**config.mk**
```make
export PLATFORM = sky130hd
export DESIGN_NAME = post_wr_fence
export DESIGN_NICKNAME = d
export VERILOG_FILES = /design/src/rtl/pwf_pkg.sv /design/src/rtl/pwf_classify.sv /design/src/rtl/pwf_queue.sv /design/src/rtl/post_wr_fence.sv
export SDC_FILE = /design/constraint.sdc
export NUM_CORES = 1
export LEC_CHECK = 0
export ABC_AREA = 1
export ABC_CLOCK_PERIOD_IN_PS = 1680
export BUFFER_PORTS_ARGS = -buffer_cell sky130_fd_sc_hd__buf_2
export CAP_MARGIN = 20
export CORE_ASPECT_RATIO = 1.5
export CORE_UTILIZATION = 35
export DETAILED_ROUTE_END_ITERATION = 6
export GPL_TIMING_DRIVEN = 0
export PLACE_DENSITY = 0.51
export SETUP_SLACK_MARGIN = 0.5
export SLEW_MARGIN = 40
export SYNTH_ARGS = -nofsm -noshare
export SYNTH_HDL_FRONTEND = slang
export SYNTH_SLANG_ARGS = --single-unit
export TNS_END_PERCENT = 30
```
**constraint.sdc**
```tcl
create_clock -name clk -period 1.68 [get_ports clk]
set_input_delay 0 -clock clk [delete_from_list [all_inputs] [get_ports clk]]
set_output_delay 0 -clock clk [all_outputs]
set_load 0.03 [all_outputs]
```
**src/rtl/pwf_pkg.sv**
```systemverilog
package pwf_pkg;

    // Ownership of the bus port.
    typedef enum logic [1:0] {
        ST_IDLE = 2'd0,
        ST_HEAD = 2'd1,
        ST_CORE = 2'd2
    } bus_state_e;

    // Ordering class of a core request.
    typedef enum logic [1:0] {
        CLS_POST      = 2'd0,
        CLS_SYNC_WR   = 2'd1,
        CLS_BYPASS_RD = 2'd2,
        CLS_ORDER_RD  = 2'd3
    } req_class_e;

endpackage

```
**src/rtl/pwf_classify.sv**
```systemverilog
module pwf_classify
    import pwf_pkg::*;
(
    input  logic       req_write,
    input  logic       req_io,
    input  logic       req_rep,
    input  logic       req_last,
    input  logic       req_cacheable,
    input  logic       addr_hit,
    output req_class_e req_class
);

    always_comb begin
        if (req_write) begin
            // Memory writes and non-final string I/O writes are posted.
            if (!req_io || (req_rep && !req_last)) begin
                req_class = CLS_POST;
            end else begin
                req_class = CLS_SYNC_WR;
            end
        end else begin
            if (!req_io && req_cacheable && !addr_hit) begin
                req_class = CLS_BYPASS_RD;
            end else begin
                req_class = CLS_ORDER_RD;
            end
        end
    end

endmodule

```
**src/rtl/pwf_queue.sv**
```systemverilog
module pwf_queue #(
    parameter int DEPTH = 4,
    parameter int AW    = 32,
    parameter int DW    = 32,
    localparam int PW   = (DEPTH > 1) ? $clog2(DEPTH) : 1,
    localparam int CW   = $clog2(DEPTH + 1)
) (
    input  logic          clk,
    input  logic          rst_n,
    input  logic          push,
    input  logic [AW-1:0] push_addr,
    input  logic [DW-1:0] push_data,
    input  logic          pop,
    input  logic [AW-1:0] lookup_addr,
    output logic          lookup_hit,
    output logic [AW-1:0] head_addr,
    output logic [DW-1:0] head_data,
    output logic [CW-1:0] count,
    output logic          full,
    output logic          empty
);

    typedef struct packed {
        logic [DEPTH-1:0][AW-1:0] addr;
        logic [DEPTH-1:0][DW-1:0] data;
        logic [DEPTH-1:0]         valid;
        logic [PW-1:0]            rd_ptr;
        logic [PW-1:0]            wr_ptr;
        logic [CW-1:0]            count;
    } q_state_t;

    q_state_t q_q, q_d;
    logic [DEPTH-1:0] hit_vec;

    function automatic logic [PW-1:0] ptr_step(input logic [PW-1:0] p);
        return (p == PW'(DEPTH - 1)) ? '0 : p + 1'b1;
    endfunction

    always_comb begin
        q_d = q_q;
        if (push) begin
            q_d.addr[q_q.wr_ptr]  = push_addr;
            q_d.data[q_q.wr_ptr]  = push_data;
            q_d.valid[q_q.wr_ptr] = 1'b1;
            q_d.wr_ptr            = ptr_step(q_q.wr_ptr);
        end
        if (pop) begin
            q_d.valid[q_q.rd_ptr] = 1'b0;
            q_d.rd_ptr            = ptr_step(q_q.rd_ptr);
        end
        case ({push, pop})
            2'b10:   q_d.count = q_q.count + 1'b1;
            2'b01:   q_d.count = q_q.count - 1'b1;
            default: q_d.count = q_q.count;
        endcase
    end

    always_ff @(posedge clk) begin
        if (!rst_n) begin
            q_q <= '0;
        end else begin
            q_q <= q_d;
        end
    end

    // One comparator per slot for the overtaking check.
    for (genvar i = 0; i < DEPTH; i++) begin : g_cmp
        assign hit_vec[i] = q_q.valid[i] && (q_q.addr[i] == lookup_addr);
    end

    assign lookup_hit = |hit_vec;
    assign head_addr  = q_q.addr[q_q.rd_ptr];
    assign head_data  = q_q.data[q_q.rd_ptr];
    assign count      = q_q.count;
    assign full       = (q_q.count == CW'(DEPTH));
    assign empty      = (q_q.count == '0);

endmodule

```
**src/rtl/post_wr_fence.sv**
```systemverilog
module post_wr_fence
    import pwf_pkg::*;
#(
    parameter int AW    = 32,
    parameter int DW    = 32,
    parameter int DEPTH = 4
) (
    input  logic          clk,
    input  logic          rst_n,
    input  logic          core_valid,
    input  logic          core_write,
    input  logic          core_io,
    input  logic          core_rep,
    input  logic          core_last,
    input  logic          core_cacheable,
    input  logic [AW-1:0] core_addr,
    input  logic [DW-1:0] core_wdata,
    output logic          core_done,
    output logic [DW-1:0] core_rdata,
    output logic          bus_req,
    output logic          bus_we,
    output logic [AW-1:0] bus_addr,
    output logic [DW-1:0] bus_wdata,
    input  logic [DW-1:0] bus_rdata,
    input  logic          bus_ready
);

    localparam int CW = $clog2(DEPTH + 1);

    typedef struct packed {
        bus_state_e    st;
        logic          req;
        logic          we;
        logic [AW-1:0] addr;
        logic [DW-1:0] wdata;
    } bus_reg_t;

    bus_reg_t   b_q, b_d;
    req_class_e req_class;
    logic       addr_hit;
    logic       q_push, q_pop, q_full, q_empty;
    logic [AW-1:0] head_addr;
    logic [DW-1:0] head_data;
    logic [CW-1:0] q_count;
    logic       bus_done;

    pwf_classify u_cls (
        .req_write     (core_write),
        .req_io        (core_io),
        .req_rep       (core_rep),
        .req_last      (core_last),
        .req_cacheable (core_cacheable),
        .addr_hit      (addr_hit),
        .req_class     (req_class)
    );

    pwf_queue #(
        .DEPTH (DEPTH),
        .AW    (AW),
        .DW    (DW)
    ) u_q (
        .clk         (clk),
        .rst_n       (rst_n),
        .push        (q_push),
        .push_addr   (core_addr),
        .push_data   (core_wdata),
        .pop         (q_pop),
        .lookup_addr (core_addr),
        .lookup_hit  (addr_hit),
        .head_addr   (head_addr),
        .head_data   (head_data),
        .count       (q_count),
        .full        (q_full),
        .empty       (q_empty)
    );

    assign bus_done = b_q.req && bus_ready;
    assign q_push   = core_valid && (req_class == CLS_POST) && !q_full;
    assign q_pop    = bus_done && (b_q.st == ST_HEAD);

    always_comb begin
        b_d = b_q;
        case (b_q.st)
            ST_IDLE: begin
                if (core_valid && (req_class == CLS_BYPASS_RD)) begin
                    // Overtaking read wins over the head write on an idle bus.
                    b_d.st    = ST_CORE;
                    b_d.req   = 1'b1;
                    b_d.we    = 1'b0;
                    b_d.addr  = core_addr;
                    b_d.wdata = '0;
                end else if (!q_empty) begin
                    b_d.st    = ST_HEAD;
                    b_d.req   = 1'b1;
                    b_d.we    = 1'b1;
                    b_d.addr  = head_addr;
                    b_d.wdata = head_data;
                end else if (core_valid &&
                             ((req_class == CLS_SYNC_WR) || (req_class == CLS_ORDER_RD))) begin
                    // Fenced request: buffer is empty, bus is free.
                    b_d.st    = ST_CORE;
                    b_d.req   = 1'b1;
                    b_d.we    = core_write;
                    b_d.addr  = core_addr;
                    b_d.wdata = core_write ? core_wdata : '0;
                end
            end
            ST_HEAD, ST_CORE: begin
                if (bus_ready) begin
                    b_d.st  = ST_IDLE;
                    b_d.req = 1'b0;
                end
            end
            default: begin
                b_d.st  = ST_IDLE;
                b_d.req = 1'b0;
            end
        endcase
    end

    always_ff @(posedge clk) begin
        if (!rst_n) begin
            b_q <= '{st: ST_IDLE, req: 1'b0, we: 1'b0, addr: '0, wdata: '0};
        end else begin
            b_q <= b_d;
        end
    end

    assign core_done  = q_push || (bus_done && (b_q.st == ST_CORE));
    assign core_rdata = (b_q.st == ST_CORE) ? bus_rdata : '0;
    assign bus_req    = b_q.req;
    assign bus_we     = b_q.we;
    assign bus_addr   = b_q.addr;
    assign bus_wdata  = b_q.wdata;

endmodule

```
==> impl_results.html <==
<table>
<tr><th>Metric</th><th>Value</th></tr>
<tr><th colspan="2">Power</th></tr>
<tr><td>Switch Pwr</td><td>0.00800 W</td></tr>
<tr><td>Leakage power figure</td><td>10.9 nW</td></tr>
<tr><td>Worst IR drop on VDD</td><td>0.00102 V</td></tr>
<tr><td>Seq pwr share</td><td>36.2%</td></tr>
<tr><td>Switching power as a share of total power</td><td>33.3%</td></tr>
<tr><td>Part of the total power dissipated in the clock network</td><td>about 38%</td></tr>
<tr><td>Internal power summed over all cells</td><td>0.0160 W</td></tr>
<tr><td>Combinational share of power</td><td>26.1%</td></tr>
<tr><td>Power Density</td><td>976 nW/um^2</td></tr>
<tr><th colspan="2">Route</th></tr>
<tr><td>Drt via density</td><td>5.34</td></tr>
<tr><td>Via total after detailed routing</td><td>19,600</td></tr>
<tr><td>Starting DRT DRC Count</td><td>~1,400</td></tr>
<tr><td>Final wirelength</td><td>a little over 90,000 um</td></tr>
<tr><td>Antenna Nets Post-Route</td><td>0</td></tr>
<tr><td>Residual DRC count</td><td>0</td></tr>
<tr><td>WL/cell</td><td>25.3 um</td></tr>
<tr><td>Iteration count of the initial detailed-routing pass</td><td>7</td></tr>
<tr><th colspan="2">Setup path</th></tr>
<tr><td>Class of the most critical setup path</td><td>flop to flop</td></tr>
<tr><td>Start of the worst register-to-register path</td><td>u_q.q_q[198]$_SDFFE_PN0P_</td></tr>
<tr><td>Setup crit start</td><td>u_q.q_q[198]$_SDFFE_PN0P_</td></tr>
<tr><td>Crit. End Element</td><td>flop</td></tr>
<tr><td>Arrival time at the worst endpoint</td><td>2.78 ns</td></tr>
<tr><td>Maximum fanout encountered on the critical timing path</td><td>10</td></tr>
<tr><td>Element type at the critical path start</td><td>flop</td></tr>
<tr><td>Register-to-register setup slack</td><td>-0.61 ns</td></tr>
<tr><td>Number of cells on the worst reg-to-reg path</td><td>14</td></tr>
<tr><td>Data required, critical path</td><td>2.18 ns</td></tr>
<tr><td>End of the worst register-to-register path</td><td>bus_addr[21]$_SDFFE_PN0P_</td></tr>
<tr><th colspan="2">Logic synthesis</th></tr>
<tr><td>Number of distinct library cells after synthesis</td><td>35</td></tr>
<tr><td>Synth Area in Compound Gates</td><td>21.4%</td></tr>
<tr><td>Register area share after synthesis</td><td>around two fifths</td></tr>
<tr><td>Share of synthesized cell area in and, or, nand and nor gates</td><td>23.7%</td></tr>
<tr><td>Adder-cell share of the synthesized area</td><td>less than 1%</td></tr>
<tr><td>Xor/xnor cell area share of the yosys netlist</td><td>under 10%</td></tr>
<tr><td>Multiplexer share of the synthesized area</td><td>0%</td></tr>
<tr><td>Avg Cell Area, Syn</td><td>6.53 um^2</td></tr>
<tr><td>Combinational family with the most area after synthesis</td><td>simple AND/OR/NAND/NOR gates</td></tr>
<tr><td>Commonest register cell after synthesis</td><td>dfxtp_1</td></tr>
<tr><td>Async set-reset flop share out of synthesis</td><td>0%</td></tr>
<tr><td>Post-synth EDFFs</td><td>0</td></tr>
<tr><td>Number of register bits inferred by synthesis</td><td>335</td></tr>
<tr><td>Synthesized instance count</td><td>roughly 2,600</td></tr>
<tr><td>Netlist Area Pre-Place</td><td>17,100 um^2</td></tr>
<tr><td>Warning count from the yosys run</td><td>0</td></tr>
<tr><td>Net count after synthesis</td><td>about 2,700</td></tr>
<tr><th colspan="2">STA</th></tr>
<tr><td>Worst slew margin relative to its limit</td><td>43.0%</td></tr>
<tr><td>Final Critical Period</td><td>2.29 ns</td></tr>
<tr><td>Worst clock skew on the final layout</td><td>about 0.011 ns</td></tr>
<tr><td>Slack of the critical path</td><td>-0.607 ns</td></tr>
<tr><td>Count of endpoints failing hold in the final timing report</td><td>0</td></tr>
<tr><td>Hold slack final</td><td>0.0172 ns</td></tr>
<tr><td>Fin. max-slew vios</td><td>0</td></tr>
<tr><td>Final critical-path share of the clock period</td><td>136%</td></tr>
<tr><td>Transition time at the pin with the least slew margin</td><td>0.855 ns</td></tr>
<tr><td>Number of setup violations in the final report</td><td>214</td></tr>
<tr><td>Unrepaired setup endpoints after global routing</td><td>true</td></tr>
<tr><td>Max Fclk</td><td>437 MHz</td></tr>
<tr><th colspan="2">Min path</th></tr>
<tr><td>Number of cells on the worst hold path</td><td>3</td></tr>
<tr><td>Min-Delay Startpoint</td><td>core_addr[11]</td></tr>
<tr><td>Worst Hold Path EP</td><td>u_q.q_q[246]$_SDFFE_PN0P_</td></tr>
<tr><td>Path class of the lowest-slack min-delay path</td><td>input pin to flop</td></tr>
<tr><th colspan="2">Global routing</th></tr>
<tr><td>Largest net degree at the start of global routing</td><td>14</td></tr>
<tr><td>GR Overflow Total</td><td>0</td></tr>
<tr><td>Tot GR Track Use</td><td>a little over a third</td></tr>
<tr><td>Initial antenna violation count</td><td>2</td></tr>
<tr><td>First-pass GRT wire length</td><td>130,000 um</td></tr>
<tr><td>Vias in the first global route</td><td>19,000</td></tr>
<tr><th colspan="2">Layout</th></tr>
<tr><td>Number of fill cells in the layout</td><td>4,828</td></tr>
<tr><td>Total Nets Final</td><td>3,118</td></tr>
<tr><td>Commonest cells after routing, fill and taps aside</td><td>431 x nor2_1, 365 x o21ai_0, 316 x nand2_1</td></tr>
<tr><td>Leading cell type in the layout, fill and taps excluded</td><td>nor2_1</td></tr>
<tr><td>Storage element area</td><td>6790 um^2</td></tr>
<tr><td>Share of final-layout standard cells stronger than drive strength 1</td><td>28.0%</td></tr>
<tr><td>Multi-input gate area in the final layout</td><td>9800 um^2</td></tr>
<tr><td>Area growth from synthesis to layout</td><td>43.8%</td></tr>
<tr><td>Non-filler cells in the finished layout</td><td>about 3,700</td></tr>
<tr><td>Number of diodes added for antenna fixing</td><td>0</td></tr>
<tr><th colspan="2">Floorplan</th></tr>
<tr><td>Effective utilization at floorplan</td><td>35.7%</td></tr>
<tr><td>Die width</td><td>about 180 um</td></tr>
<tr><td>Total Die Area</td><td>49,800 um^2</td></tr>
<tr><td>Number of placed I/O pins</td><td>204</td></tr>
<tr><td>Die Y-Extent</td><td>273 um</td></tr>
<tr><td>CORE AREA</td><td>roughly 48,000 um^2</td></tr>
<tr><td>Num rows</td><td>98</td></tr>
<tr><th colspan="2">Placement</th></tr>
<tr><td>Gp weighted congestion</td><td>between 1 and 1.5</td></tr>
<tr><td>HPWL after DPL</td><td>about 65,000 um</td></tr>
<tr><td>Placed cell count</td><td>3,460</td></tr>
<tr><td>Port Buffer Count</td><td>approximately 190</td></tr>
<tr><th colspan="2">CTS</th></tr>
<tr><td>Max Buffers Root-to-Sink</td><td>3</td></tr>
<tr><td>H-tree levels</td><td>2</td></tr>
<tr><td>CTS buffer count</td><td>38</td></tr>
<tr><td>TritonCTS Sinks</td><td>335</td></tr>
<tr><td>CTS Root Cell</td><td>clkbuf_16</td></tr>
<tr><td>Clock input transition at the sequential cells of the worst setup and hold paths</td><td>about 0.06 ns</td></tr>
<tr><td>Worst-skew pair later-pin latency</td><td>0.56 ns</td></tr>
<tr><td>CTS tree</td><td>done</td></tr>
<tr><th colspan="2">Flow run</th></tr>
<tr><td>Total of max-cap violations</td><td>0</td></tr>
<tr><th colspan="2">Outcome</th></tr>
<tr><td>Run status</td><td>complete, but fails checks</td></tr>
<tr><td>Violations in the final reports</td><td>negative setup slack</td></tr>
</table>
-- registers in the layout, summed over array words and instances, names as in the netlist --
signal / flops
u_q.q_q: 264
bus_wdata: 32
bus_req: 1
b_q: 2
bus_addr: 32
bus_we: 1
u_q.count: 3
-- cells in the mapped netlist (15+ instances only) --
cell | count | area, um^2
nor2_1 | 457 | 1720
o21ai_0 | 445 | 2230
inv_2 | 15 | 56.3
buf_4 | 72 | 541
nand2_1 | 382 | 1430
dfxtp_1 | 335 | 6710
buf_2 | 16 | 80.1
a21oi_1 | 238 | 1190
xnor2_1 | 19 | 166
nand3_1 | 142 | 711
o22ai_1 | 18 | 113
clkbuf_1 | 150 | 563
inv_1 | 236 | 886
-- what timing repair did --
item	CTS	global route
hold buffers	87	1
pin swaps	56	78
setup endpoints to repair	413	432
resized for setup	481	329
buffers inserted	29	18
endpoints found under the hold margin	316	1
gates cloned	10	4
-- worst max path at each step --
| stage | endpoint | depth (start not counted) | slack, ns |
|---|---|---|---|
| floorplan | u_q.count[2]$_SDFFE_PN0P_ | 11 | -0.001 |
| finish | bus_addr[21]$_SDFFE_PN0P_ | 14 | -0.61 |
| detailed placement | bus_addr[20]$_SDFFE_PN0P_ | 11 | -1.28 |
| global route | bus_wdata[27]$_SDFFE_PN0P_ | 17 | -0.66 |
| global placement | bus_addr[11]$_SDFFE_PN0P_ | 9 | -1.72 |
| CTS | bus_wdata[13]$_SDFFE_PN0P_ | 14 | -0.54 |
-- through the flow --
stage                     utilization [%]  power [W]  setup slack, ns  cell area (um^2)  setup TNS, ns
after global placement               39.8     0.0138            -1.72             19100        -180.39
after CTS                            49.1     0.0238           -0.537             23500         -65.77
after floorplan                         -     0.0120         -0.00119             17300       -0.00119
after global routing                 51.3     0.0249           -0.656             24600         -63.11
after detailed placement             39.8     0.0138            -1.28             19100        -166.95
final                                51.3     0.0240           -0.607             24600         -50.40
-- layer usage --
metal | track usage [%] | part of all wire (%) | vias to the layer above | routed length (um)
met5 | 0 | 0.025 | - | 23
met4 | 32.6 | 9.9 | 4 | 9190
met3 | 6.12 | 5.6 | 314 | 5190
met2 | 63.3 | 49 | 770 | 45600
met1 | 37.7 | 35 | 9372 | 32900
li1 | - | - | 9183 | -
-- critical path, stage by stage, from the launching register on --
cell and delay, ns:
dfxtp_2 0.34, inv_1 0.05, nand2_1 0.06, nand4_1 0.28
nor2_1 0.22, nand2_1 0.08, nor2_2 0.16, nand3_2 0.13
nand3_4 0.15, buf_12 0.20, buf_12 0.17, nand3_2 0.10
nand3_4 0.15, nand2_1 0.07, inv_1 0.05
-- power groups by stage --
stage / Clock (W) / Sequential, W / Combinational [W]
global placement: 0 / 0.00886 / 0.00492
detailed placement: 0 / 0.00888 / 0.00494
global route: 0.00947 / 0.00876 / 0.00664
CTS: 0.00917 / 0.00870 / 0.00589
finish: 0.00907 / 0.00871 / 0.00626
floorplan: 0 / 0.00881 / 0.00318
-- layout make-up --
cell class                      instances  share of cell area [%]
Multi-Input combinational cell       1782                    39.8
Sequential cell                       335                    27.6
Timing Repair Buffer                  337                    11.3
Buffer                                251                    8.61
Clock buffer                           53                    4.50
Inverter                              255                    4.14
Tap cell                              650                    3.30
Clock inverter                         13                   0.788
-- kinds of logic (layout without fill, tap and decap cells) --
| group | Yosys count | count (layout) |
|---|---|---|
| flip-flops | 335 | 335 |
| XOR/XNOR | 33 | 33 |
| AND/OR/NAND/NOR | 1013 | 1013 |
| buffers and inverters | 506 | 909 |
| AO/OA/AOI/OAI | 723 | 723 |
| adder cells (fa/ha/maj) | 13 | 13 |
(Power assumes the default switching activity.)
